<file path="src/rtl/xlate_pkg.sv">
package xlate_pkg;

  localparam int PTE_PRESENT = 31;
  localparam int PTE_RD      = 30;
  localparam int PTE_WR      = 29;

  typedef enum logic [1:0] {
    FLT_NONE = 2'd0,
    FLT_PAGE = 2'd1,
    FLT_PROT = 2'd2
  } fault_e;

  typedef enum logic [1:0] {
    ST_IDLE,
    ST_ISSUE,
    ST_WAIT,
    ST_DONE
  } xlState_e;

  // strobes from control to datapath
  typedef struct packed {
    logic captureReq;
    logic loadHit;
    logic loadWalk;
  } xlStrobe_t;

  function automatic fault_e judgeAccess(input logic present, input logic rdOk,
                                         input logic wrOk, input logic isWrite);
    if (!present)                  return FLT_PAGE;
    else if (!rdOk)                return FLT_PROT;
    else if (isWrite && !wrOk)     return FLT_PROT;
    else                           return FLT_NONE;
  endfunction

endpackage

</file>
<file path="src/rtl/xlate_ctrl.sv">
module xlate_ctrl
  import xlate_pkg::*;
(
  input  logic      clk,
  input  logic      rstN,
  input  logic      reqValid,
  input  logic      lookupHit,
  input  logic      memRdValid,
  output logic      reqReady,
  output logic      memReqValid,
  output logic      rspValid,
  output logic      walkBusy,
  output xlStrobe_t strobe
);

  xlState_e state, stateNext;
  logic accept;

  assign reqReady    = (state == ST_IDLE);
  assign memReqValid = (state == ST_ISSUE);
  assign rspValid    = (state == ST_DONE);
  assign walkBusy    = (state == ST_ISSUE) || (state == ST_WAIT);
  assign accept      = reqValid && reqReady;

  always_comb begin
    strobe.captureReq = accept;
    strobe.loadHit    = accept && lookupHit;
    strobe.loadWalk   = (state == ST_WAIT) && memRdValid;
  end

  always_comb begin
    stateNext = state;
    unique case (state)
      ST_IDLE:  if (accept) stateNext = lookupHit ? ST_DONE : ST_ISSUE;
      ST_ISSUE: stateNext = ST_WAIT;
      ST_WAIT:  if (memRdValid) stateNext = ST_DONE;
      ST_DONE:  stateNext = ST_IDLE;
      default:  stateNext = ST_IDLE;
    endcase
  end

  always_ff @(posedge clk) begin
    if (!rstN) state <= ST_IDLE;
    else       state <= stateNext;
  end

endmodule

</file>
<file path="src/rtl/xlate_dp.sv">
module xlate_dp
  import xlate_pkg::*;
#(
  parameter int VA_W    = 32,
  parameter int OFF_W   = 12,
  parameter int PPN_W   = 18,
  parameter int ENTRIES = 8
) (
  input  logic                   clk,
  input  logic                   rstN,
  input  xlStrobe_t              strobe,
  input  logic [VA_W-1:0]        reqVaddr,
  input  logic                   reqWrite,
  input  logic                   baseWrEn,
  input  logic [VA_W-1:0]        baseWrData,
  input  logic                   flush,
  input  logic [31:0]            memRdData,
  output logic                   lookupHit,
  output logic [VA_W-1:0]        memAddr,
  output logic [PPN_W+OFF_W-1:0] rspPaddr,
  output logic [1:0]             rspFault
);

  localparam int VPN_W = VA_W - OFF_W;
  localparam int PA_W  = PPN_W + OFF_W;
  localparam int IDX_W = (ENTRIES > 1) ? $clog2(ENTRIES) : 1;
  localparam logic [IDX_W-1:0] LAST_IDX = IDX_W'(ENTRIES - 1);

  logic [VA_W-1:0]  baseQ;
  logic [VPN_W-1:0] vpnQ;
  logic [OFF_W-1:0] offQ;
  logic             writeQ;

  logic [ENTRIES-1:0] lineValid, lineRd, lineWr, matchVec;
  logic [VPN_W-1:0]   lineVpn [ENTRIES];
  logic [PPN_W-1:0]   linePpn [ENTRIES];
  logic [IDX_W-1:0]   rrPtr;

  logic [VPN_W-1:0] reqVpn;
  logic [PPN_W-1:0] hitPpn;
  logic             hitRd, hitWr;
  logic             doFill, wipe;
  fault_e           hitFault, walkFault;

  assign reqVpn = reqVaddr[VA_W-1:OFF_W];

  // parallel tag compare
  for (genvar g = 0; g < ENTRIES; g++) begin : g_cmp
    assign matchVec[g] = lineValid[g] && (lineVpn[g] == reqVpn);
  end

  assign lookupHit = |matchVec;

  always_comb begin
    hitPpn = '0;
    hitRd  = 1'b0;
    hitWr  = 1'b0;
    for (int i = 0; i < ENTRIES; i++) begin
      if (matchVec[i]) begin
        hitPpn = hitPpn | linePpn[i];
        hitRd  = hitRd  | lineRd[i];
        hitWr  = hitWr  | lineWr[i];
      end
    end
  end

  assign hitFault  = judgeAccess(1'b1, hitRd, hitWr, reqWrite);
  assign walkFault = judgeAccess(memRdData[PTE_PRESENT], memRdData[PTE_RD],
                                 memRdData[PTE_WR], writeQ);

  assign wipe   = flush || baseWrEn;
  assign doFill = strobe.loadWalk && memRdData[PTE_PRESENT] && !wipe;

  // entry address: base plus page number scaled to 4-byte entries
  assign memAddr = baseQ + VA_W'({vpnQ, 2'b00});

  always_ff @(posedge clk) begin
    if (!rstN) baseQ <= '0;
    else if (baseWrEn) baseQ <= baseWrData;
  end

  always_ff @(posedge clk) begin
    if (!rstN) begin
      vpnQ   <= '0;
      offQ   <= '0;
      writeQ <= 1'b0;
    end else if (strobe.captureReq) begin
      vpnQ   <= reqVpn;
      offQ   <= reqVaddr[OFF_W-1:0];
      writeQ <= reqWrite;
    end
  end

  // valid bits and replacement pointer
  always_ff @(posedge clk) begin
    if (!rstN) begin
      lineValid <= '0;
      rrPtr     <= '0;
    end else if (wipe) begin
      lineValid <= '0;
    end else if (doFill) begin
      lineValid[rrPtr] <= 1'b1;
      rrPtr <= (rrPtr == LAST_IDX) ? '0 : rrPtr + 1'b1;
    end
  end

  // line payload, no reset needed
  always_ff @(posedge clk) begin
    if (doFill) begin
      lineVpn[rrPtr] <= vpnQ;
      linePpn[rrPtr] <= memRdData[PPN_W-1:0];
      lineRd[rrPtr]  <= memRdData[PTE_RD];
      lineWr[rrPtr]  <= memRdData[PTE_WR];
    end
  end

  always_ff @(posedge clk) begin
    if (!rstN) begin
      rspPaddr <= '0;
      rspFault <= FLT_NONE;
    end else if (strobe.loadHit) begin
      rspFault <= hitFault;
      rspPaddr <= (hitFault == FLT_NONE) ? {hitPpn, reqVaddr[OFF_W-1:0]} : PA_W'(0);
    end else if (strobe.loadWalk) begin
      rspFault <= walkFault;
      rspPaddr <= (walkFault == FLT_NONE) ? {memRdData[PPN_W-1:0], offQ} : PA_W'(0);
    end
  end

endmodule

</file>
<file path="src/rtl/page_xlate.sv">
module page_xlate
  import xlate_pkg::*;
#(
  parameter int VA_W    = 32,
  parameter int OFF_W   = 12,
  parameter int PPN_W   = 18,
  parameter int ENTRIES = 8
) (
  input  logic                   clk,
  input  logic                   rstN,
  input  logic                   reqValid,
  output logic                   reqReady,
  input  logic [VA_W-1:0]        reqVaddr,
  input  logic                   reqWrite,
  input  logic                   baseWrEn,
  input  logic [VA_W-1:0]        baseWrData,
  input  logic                   flush,
  output logic                   memReqValid,
  output logic [VA_W-1:0]        memAddr,
  input  logic                   memRdValid,
  input  logic [31:0]            memRdData,
  output logic                   rspValid,
  output logic [PPN_W+OFF_W-1:0] rspPaddr,
  output logic [1:0]             rspFault
);

  xlStrobe_t strobe;
  logic      lookupHit;
  logic      walkBusy;

  xlate_ctrl ctrl_i (
    .clk        (clk),
    .rstN       (rstN),
    .reqValid   (reqValid),
    .lookupHit  (lookupHit),
    .memRdValid (memRdValid),
    .reqReady   (reqReady),
    .memReqValid(memReqValid),
    .rspValid   (rspValid),
    .walkBusy   (walkBusy),
    .strobe     (strobe)
  );

  xlate_dp #(
    .VA_W   (VA_W),
    .OFF_W  (OFF_W),
    .PPN_W  (PPN_W),
    .ENTRIES(ENTRIES)
  ) dp_i (
    .clk        (clk),
    .rstN       (rstN),
    .strobe     (strobe),
    .reqVaddr   (reqVaddr),
    .reqWrite   (reqWrite),
    .baseWrEn   (baseWrEn),
    .baseWrData (baseWrData),
    .flush      (flush),
    .memRdData  (memRdData),
    .lookupHit  (lookupHit),
    .memAddr    (memAddr),
    .rspPaddr   (rspPaddr),
    .rspFault   (rspFault)
  );

endmodule

</file>
<file path="config.mk">
export PLATFORM = sky130hd
export DESIGN_NAME = page_xlate
export DESIGN_NICKNAME = d
export VERILOG_FILES = /design/src/rtl/xlate_pkg.sv /design/src/rtl/xlate_ctrl.sv /design/src/rtl/xlate_dp.sv /design/src/rtl/page_xlate.sv
export SDC_FILE = /design/constraint.sdc
export NUM_CORES = 1
export LEC_CHECK = 0
export CAP_MARGIN = 20
export CORE_ASPECT_RATIO = 0.75
export CORE_UTILIZATION = 55
export DETAILED_ROUTE_END_ITERATION = 10
export DONT_BUFFER_PORTS = 1
export PLACE_DENSITY = 0.77
export SYNTH_ARGS = -nofsm -noshare
export SYNTH_HDL_FRONTEND = slang
export SYNTH_SLANG_ARGS = --single-unit
</file>
<file path="constraint.sdc">
create_clock -name clk -period 12.31 [get_ports clk]
set_input_delay 2.462 -clock clk [delete_from_list [all_inputs] [get_ports clk]]
set_output_delay 2.462 -clock clk [all_outputs]
set_load 0.02 [all_outputs]
</file>
---- Yosys cells after proc, flatten, opt, wreduce, memory -nomap -nowiden ----
Memories as Yosys holds them, arrays and structs flattened.
Cells that the tools add are included.
Widths: inputs -> output; s select.
operators by class
  multiplexer cells ....................... 46
  $add $sub $neg .......................... 2
  eq/ne operators ......................... 14
  reduce and logical (&&, ||, !) cells .... 28
  bitwise logic cells ..................... 24
  order comparisons ....................... 2
operators by type and width
  cell                 count
  $eq 20x20->1         8
  $mux 18              8
  $or 18x18->18        7
  $mux 30              4
  $add 32x22->32       1
  $mux 2               10
  $mux 1               19
  $bwmux 8             2
  $logic_and 1x1->1    16
  $or 1x1->1           14
  $or 8x8->8           1
  $pmux 2 s4           1
  $reduce_or 8->1      1
  $logic_not 2->1      3
  $eq 2x2->1 const B   2
  $lt 3x4->1 const B   1
  $ne 2x2->1 const B   2
  $reduce_and 2->1     2
  $add 3x1->3 const B  1
  $demux 1 s3          1
  $eq 3x3->1 const B   1
  $ge 3x1->1 const B   1
  $logic_not 1->1      3
  $mux 3               1
  5 further kinds      6
word-level totals
  memories kept ........................... 2
  flip-flop bits (word level) ............. 126
  input port bits ......................... 103
  logic and storage cells ................. 129
  output and inout bits ................... 67
  bits in writable memories ............... 304
memory list
  name          words  width  rd ports  clocked after Yosys merged registers in  write ports  line            text
  dp_i.lineVpn  8      20     8         0                                        1            xlate_dp.sv:35  logic [VPN_W-1:0] lineVpn [ENTRIES];
  dp_i.linePpn  8      18     8         0                                        1            xlate_dp.sv:36  logic [PPN_W-1:0] linePpn [ENTRIES];

---- Logic depth before layout (Yosys ltp) ----
  depth in word-level cells ............... 24
  depth in mapped cells ................... 11
  gate-level depth less buffers ........... 11

---- By module ----
From an unflattened synthesis, not the netlist that was laid out.
unflattened totals
  cells, all modules ...................... 1378
  area total of the unflattened synthesis .. 18406.4 um^2
modules (own cells, without submodules)
  module      area each (um^2)  instances  cells an instance
  xlate_dp    18222.5           1          1359
  xlate_ctrl  183.9             1          19

---- Worst setup path after synthesis ----
Ideal clock, no wire load.
  path kind ............................... input to register
  start point ............................. input port baseWrEn
  end point ............................... memory dp_i.linePpn[0][0], enable pin
  required time ........................... 11.770 ns
  path slack .............................. 4.709 ns
  library setup time ...................... 0.540 ns
  stages on the path ...................... 4
  data arrival time ....................... 7.060 ns
  path through ............................ clkbuf_1 > or3_1 > clkbuf_1 > nor4_1
on the way
  cells in the longest elaborated chain, start to end .. 5
RTL lines
  element                       line              text
  from (decl)                   page_xlate.sv:15  input logic baseWrEn,
  $logic_or 1x1->1              xlate_dp.sv:71    assign wipe = flush || baseWrEn;
  $logic_not 1->1               xlate_dp.sv:72    assign doFill = strobe.loadWalk && memRdData[PTE_PRESENT] && !wipe;
  $logic_and 1x1->1             xlate_dp.sv:72
  $mux 1                        xlate_dp.sv:109   if (doFill) begin
  $mux 1 (implied by the code)  xlate_dp.sv:111   linePpn[rrPtr] <= memRdData[PPN_W-1:0];
  to (decl)                     xlate_dp.sv:36
Every way passes these cells.

---- Worst setup path after layout ----
  start point ............................. register dp_i.vpnQ[6]
  end point ............................... output port memAddr[27]
on the way
  cells in the longest elaborated chain, start to end .. 1
RTL lines
  element                 line              text
  from (decl)             xlate_dp.sv:30    logic [VPN_W-1:0] vpnQ;
  from (signal assigned)  xlate_dp.sv:88    vpnQ <= reqVpn;
  $add 32x22->32          xlate_dp.sv:75    assign memAddr = baseQ + VA_W'({vpnQ, 2'b00});
  to (decl)               page_xlate.sv:19  output logic [VA_W-1:0] memAddr,
Every way passes these cells.

==> impl.org <==
** Final layout
- Final-stage net count :: 1,492
- In the layout the commonest cells are sky130_fd_sc_hd__edfxtp_1, sky130_fd_sc_hd__xnor2_1, sky130_fd_sc_hd__dfxtp_1, sky130_fd_sc_hd__nand2_1, sky130_fd_sc_hd__nor2_1.
- Summing all multi-input logic gate instances after layout gives 0.006118 mm^2.
- Number of inserted filler cells in the final layout :: between 2,000 and 2,500
- After routing the design area is around 0.020 mm^2.
- The library cell used most frequently in the layout, excluding fill and tap cells, is sky130_fd_sc_hd__edfxtp_1.
- Summing all flip-flop and latch instances after layout gives 0.01181 mm^2.
- The post-route netlist has approximately a tenth of its cells at a drive strength greater than 1.
- From synthesis to final layout, the design area changed by 9.443%.

** STA
- On the final layout, the worst clock skew is approximately 21 ps.
- After routing, the total negative slack on setup checks comes to 0 ps.
- Max Fclk :: 0.1591 GHz
- In the finished design, the share of the clock period the worst path needs comes to roughly half.
- Slew Limit Fails :: 0
- The final count of hold timing violations is 0.
- Hold is met by about 460 ps.
- At the pin with the least slew margin, the transition time is around 1000 ps.
- Tightest slew margin relative to the limit :: ~30%
- Shortest clock period the worst path allows after layout :: 6284 ps
- Setup violations remaining at the end of the flow were counted as 0.
- Unrepaired setup endpoints after global routing :: false

** Setup path
- The worst setup path is launched from a flop.
- Highest fanout seen on the critical path :: 10
- Worst path arrival time :: 3820 ps
- By startpoint and endpoint, the worst setup path is classified as reg -> out.
- STA puts the critical path data required time at 9850 ps.
- The worst setup path is captured at a primary output.

** Clocking
- Gates resized, CTS repair :: 0
- TritonCTS built the clock tree.
- The later pin in the worst-skew pair is clocked with a latency of about 540 ps.
- Post-CTS Repair Setup Buffers :: 0
- Clock slew at reported path FFs :: 60 ps
- TritonCTS created 42 clock buffers.
- The H-tree was split into 2 levels.
- Number of buffers added to fix hold violations after cts :: 0
- No sink is reached through more buffers than the 3 on the longest clock path.
- Clock tree root driver cell :: sky130_fd_sc_hd__clkbuf_16
- TritonCTS sink count :: 430

** Pwr
- Leak :: around 6.7 nW
- The worst-case IR drop observed on VDD is roughly 0.11 mV.
- Power spread over the standard cell area amounts to 160.8 mW/mm^2.

** Die
- Vertical die dimension :: around 160 um
- Once the floorplan was initialized, standard cells occupied 56.22% of the core.
- 170 I/O pins were placed.
- In this run the standard cell core region covers about 0.033 mm^2.
- X dimension of the die :: about 210 um
- Placement Rows :: 57
- Total Die Area :: 0.03406 mm^2

** Synthesis
- In the synthesized netlist, the number of instances is ~1,400.
- EDFF count, synth :: 320
- Mean post-synth cell area :: 13.38 um^2
- Yosys top cell by area :: sky130_fd_sc_hd__edfxtp_1
- Synth top area cells :: sky130_fd_sc_hd__edfxtp_1, sky130_fd_sc_hd__dfxtp_1, sky130_fd_sc_hd__xnor2_1, sky130_fd_sc_hd__a221oi_1, sky130_fd_sc_hd__xor2_1
- Area of the mapped netlist :: about 0.018 mm^2
- Part of the Yosys area used for sequential elements :: between 60% and 70%
- Yosys printed 0 warnings.
- When the netlist entered floorplanning its net count stood at ~1,500.
- Of all flip-flops after synthesis, the portion carrying an async set or reset was 0%.
- The synthesized design contains 430 register bits.
- The synthesized design devotes to its leading area cell type 52.44% of total area.
- Main flop type after synthesis :: sky130_fd_sc_hd__edfxtp_1
- Number of distinct library cells after synthesis :: 60

** Routing
- The first routing iteration left 1,299 violations.
- In the routed design, unresolved DRC markers number 0.
- For this block, the routed nets add up to between 40,000 and 50,000 um of wire.
- Via count :: between 10,000 and 15,000
- Detailed-routing iteration count for the pre-antenna-repair pass :: 7
- Detailed-route wire length per cell :: roughly 26 um
- After detailed routing, the number of vias per cell comes to 6.327.
- Once detail routing completed, the nets flagged for antenna violations numbered 0.

** Global routing
- Maximum number of pins on one net before global-route repair :: 71
- Summed over all layers, the global routing overflow is 0.
- First-pass GRT wire length :: 70,440 um
- The number of antenna violations at the first check in global routing was 1.
- The number of global-route vias before repair was approximately 11,000.
- Global routing consumed, over all layers together, between 20% and 30% of the routing resources.

** Hold path
- The min-delay analysis places its worst path in the category reg -> reg.

** Flow run
- Max cap viols :: 0

** Placement
- Dpl cell area :: between 0.015 and 0.02 mm^2
- The congestion estimate from routability-driven global placement came to ~0.87.
- Quantity of I/O buffers inserted on ports :: 0
- The HPWL after detailed placement is 29,120 um.

** Run status
- The flow ran to the end, and the final reports show no timing, DRC or antenna violations.
## routing by layer
metal / vias up / share of wire [%] / global-route usage, %
met4: 0 / 2.4 / 7.423
met1: 5709 / 40 / 39.66
li1: 5162 / - / -
met2: 666 / 46 / 43.26
met3: 92 / 12 / 7.158
met5: - / 0 / 0
## logic make-up (layout without fill, tap and decap cells)
group / count (synthesis) / count (layout) / synth area share [%]
compound gates: 209 / 209 / 8.630
fa+ha+maj: 27 / 27 / 1.884
buf+inv: 94 / 118 / 2.526
flops: 430 / 430 / 64.45
xor+xnor: 190 / 190 / 9.081
simple gates: 387 / 387 / 11.62
mux: 33 / 33 / 1.803
other cells: 0 / 2 / 0
## critical path, stage by stage, from the launching register on
cell                       delay (ps)
sky130_fd_sc_hd__dfxtp_1          830
sky130_fd_sc_hd__ha_1             400
sky130_fd_sc_hd__a21o_1           170
sky130_fd_sc_hd__a21o_1           170
sky130_fd_sc_hd__a21o_1           190
sky130_fd_sc_hd__nor3_1           210
sky130_fd_sc_hd__a211oi_1         140
sky130_fd_sc_hd__o31ai_1          500
sky130_fd_sc_hd__a21boi_0         230
sky130_fd_sc_hd__xor2_1           450
## per-stage QoR
step / cells / setup WS (ps) / total power, mW / util [%]
2_1_floorplan: 1370 / 4709 / 1.914 / -
3_3_place_gp: 1760 / 6414 / 1.991 / 57.43
3_5_place_dp: 1760 / 6319 / 2.005 / 57.43
4_1_cts: 1836 / 6058 / 3.228 / 61.52
5_1_grt: 1836 / 5865 / 3.316 / 61.52
6_report: 1838 / 6026 / 3.225 / 61.53
## layout make-up
class,count,area share (%)
flip-flops and latches,430,58.89
clock buffers,57,5.989
multi-input cells,846,30.51
repair buffers,21,0.7861
clock inverters,19,0.6488
well taps,442,2.757
diodes,2,0.02495
inverters,21,0.3930
## worst paths after layout
check,start,endpoint,slack [ps],depth (start not counted)
worst max-delay path,dp_i.vpnQ[6]$_SDFFE_PN0P_,memAddr[27],6030,9
worst min-delay path,dp_i.offQ[5]$_SDFFE_PN0P_,dp_i.offQ[5]$_SDFFE_PN0P_,460,2
worst max register to register,dp_i.lineVpn[1][1]$_DFFE_PP_,dp_i.rspPaddr[13]$_SDFFE_PN0P_,8260,9
worst min register to register,dp_i.offQ[5]$_SDFFE_PN0P_,dp_i.offQ[5]$_SDFFE_PN0P_,460,2
## Yosys cell counts, types with 8 or more instances
cell type / number
sky130_fd_sc_hd__buf_4: 12
sky130_fd_sc_hd__xor2_1: 61
sky130_fd_sc_hd__buf_2: 22
sky130_fd_sc_hd__a21o_1: 9
sky130_fd_sc_hd__ha_1: 26
sky130_fd_sc_hd__nand3_1: 25
sky130_fd_sc_hd__and2_1: 8
sky130_fd_sc_hd__nor3_2: 30
sky130_fd_sc_hd__dfxtp_1: 110
sky130_fd_sc_hd__a221oi_1: 68
sky130_fd_sc_hd__inv_1: 19
sky130_fd_sc_hd__and3_1: 24
sky130_fd_sc_hd__clkbuf_1: 28
sky130_fd_sc_hd__xnor2_1: 129
sky130_fd_sc_hd__a21oi_1: 56
sky130_fd_sc_hd__nand4_1: 47
sky130_fd_sc_hd__and4_1: 8
sky130_fd_sc_hd__mux2i_1: 33
sky130_fd_sc_hd__nor3_1: 16
sky130_fd_sc_hd__nor2_1: 80
sky130_fd_sc_hd__edfxtp_1: 320
sky130_fd_sc_hd__a22o_1: 36
sky130_fd_sc_hd__nand2_1: 94
sky130_fd_sc_hd__nor4_1: 24
## registers in the layout, indices dropped and copies added (netlist names)
signal	count
dp_i.lineRd	8
ctrl_i.state	2
dp_i.offQ	12
dp_i.writeQ	1
dp_i.baseQ	32
dp_i.lineWr	8
dp_i.lineVpn	160
dp_i.linePpn	144
dp_i.rspFault	2
dp_i.rrPtr	3
dp_i.vpnQ	20
dp_i.rspPaddr	30
dp_i.lineValid	8
## power breakdown
part | internal, mW | switching (mW) | leakage (nW)
Sequential | 1.61 | 0.0837 | 3.81
Combinational | 0.0929 | 0.193 | 2.28
Clock | 0.707 | 0.535 | 0.659
Total | 2.41 | 0.811 | 6.75
Note: power is estimated with default switching activity, not from simulation.
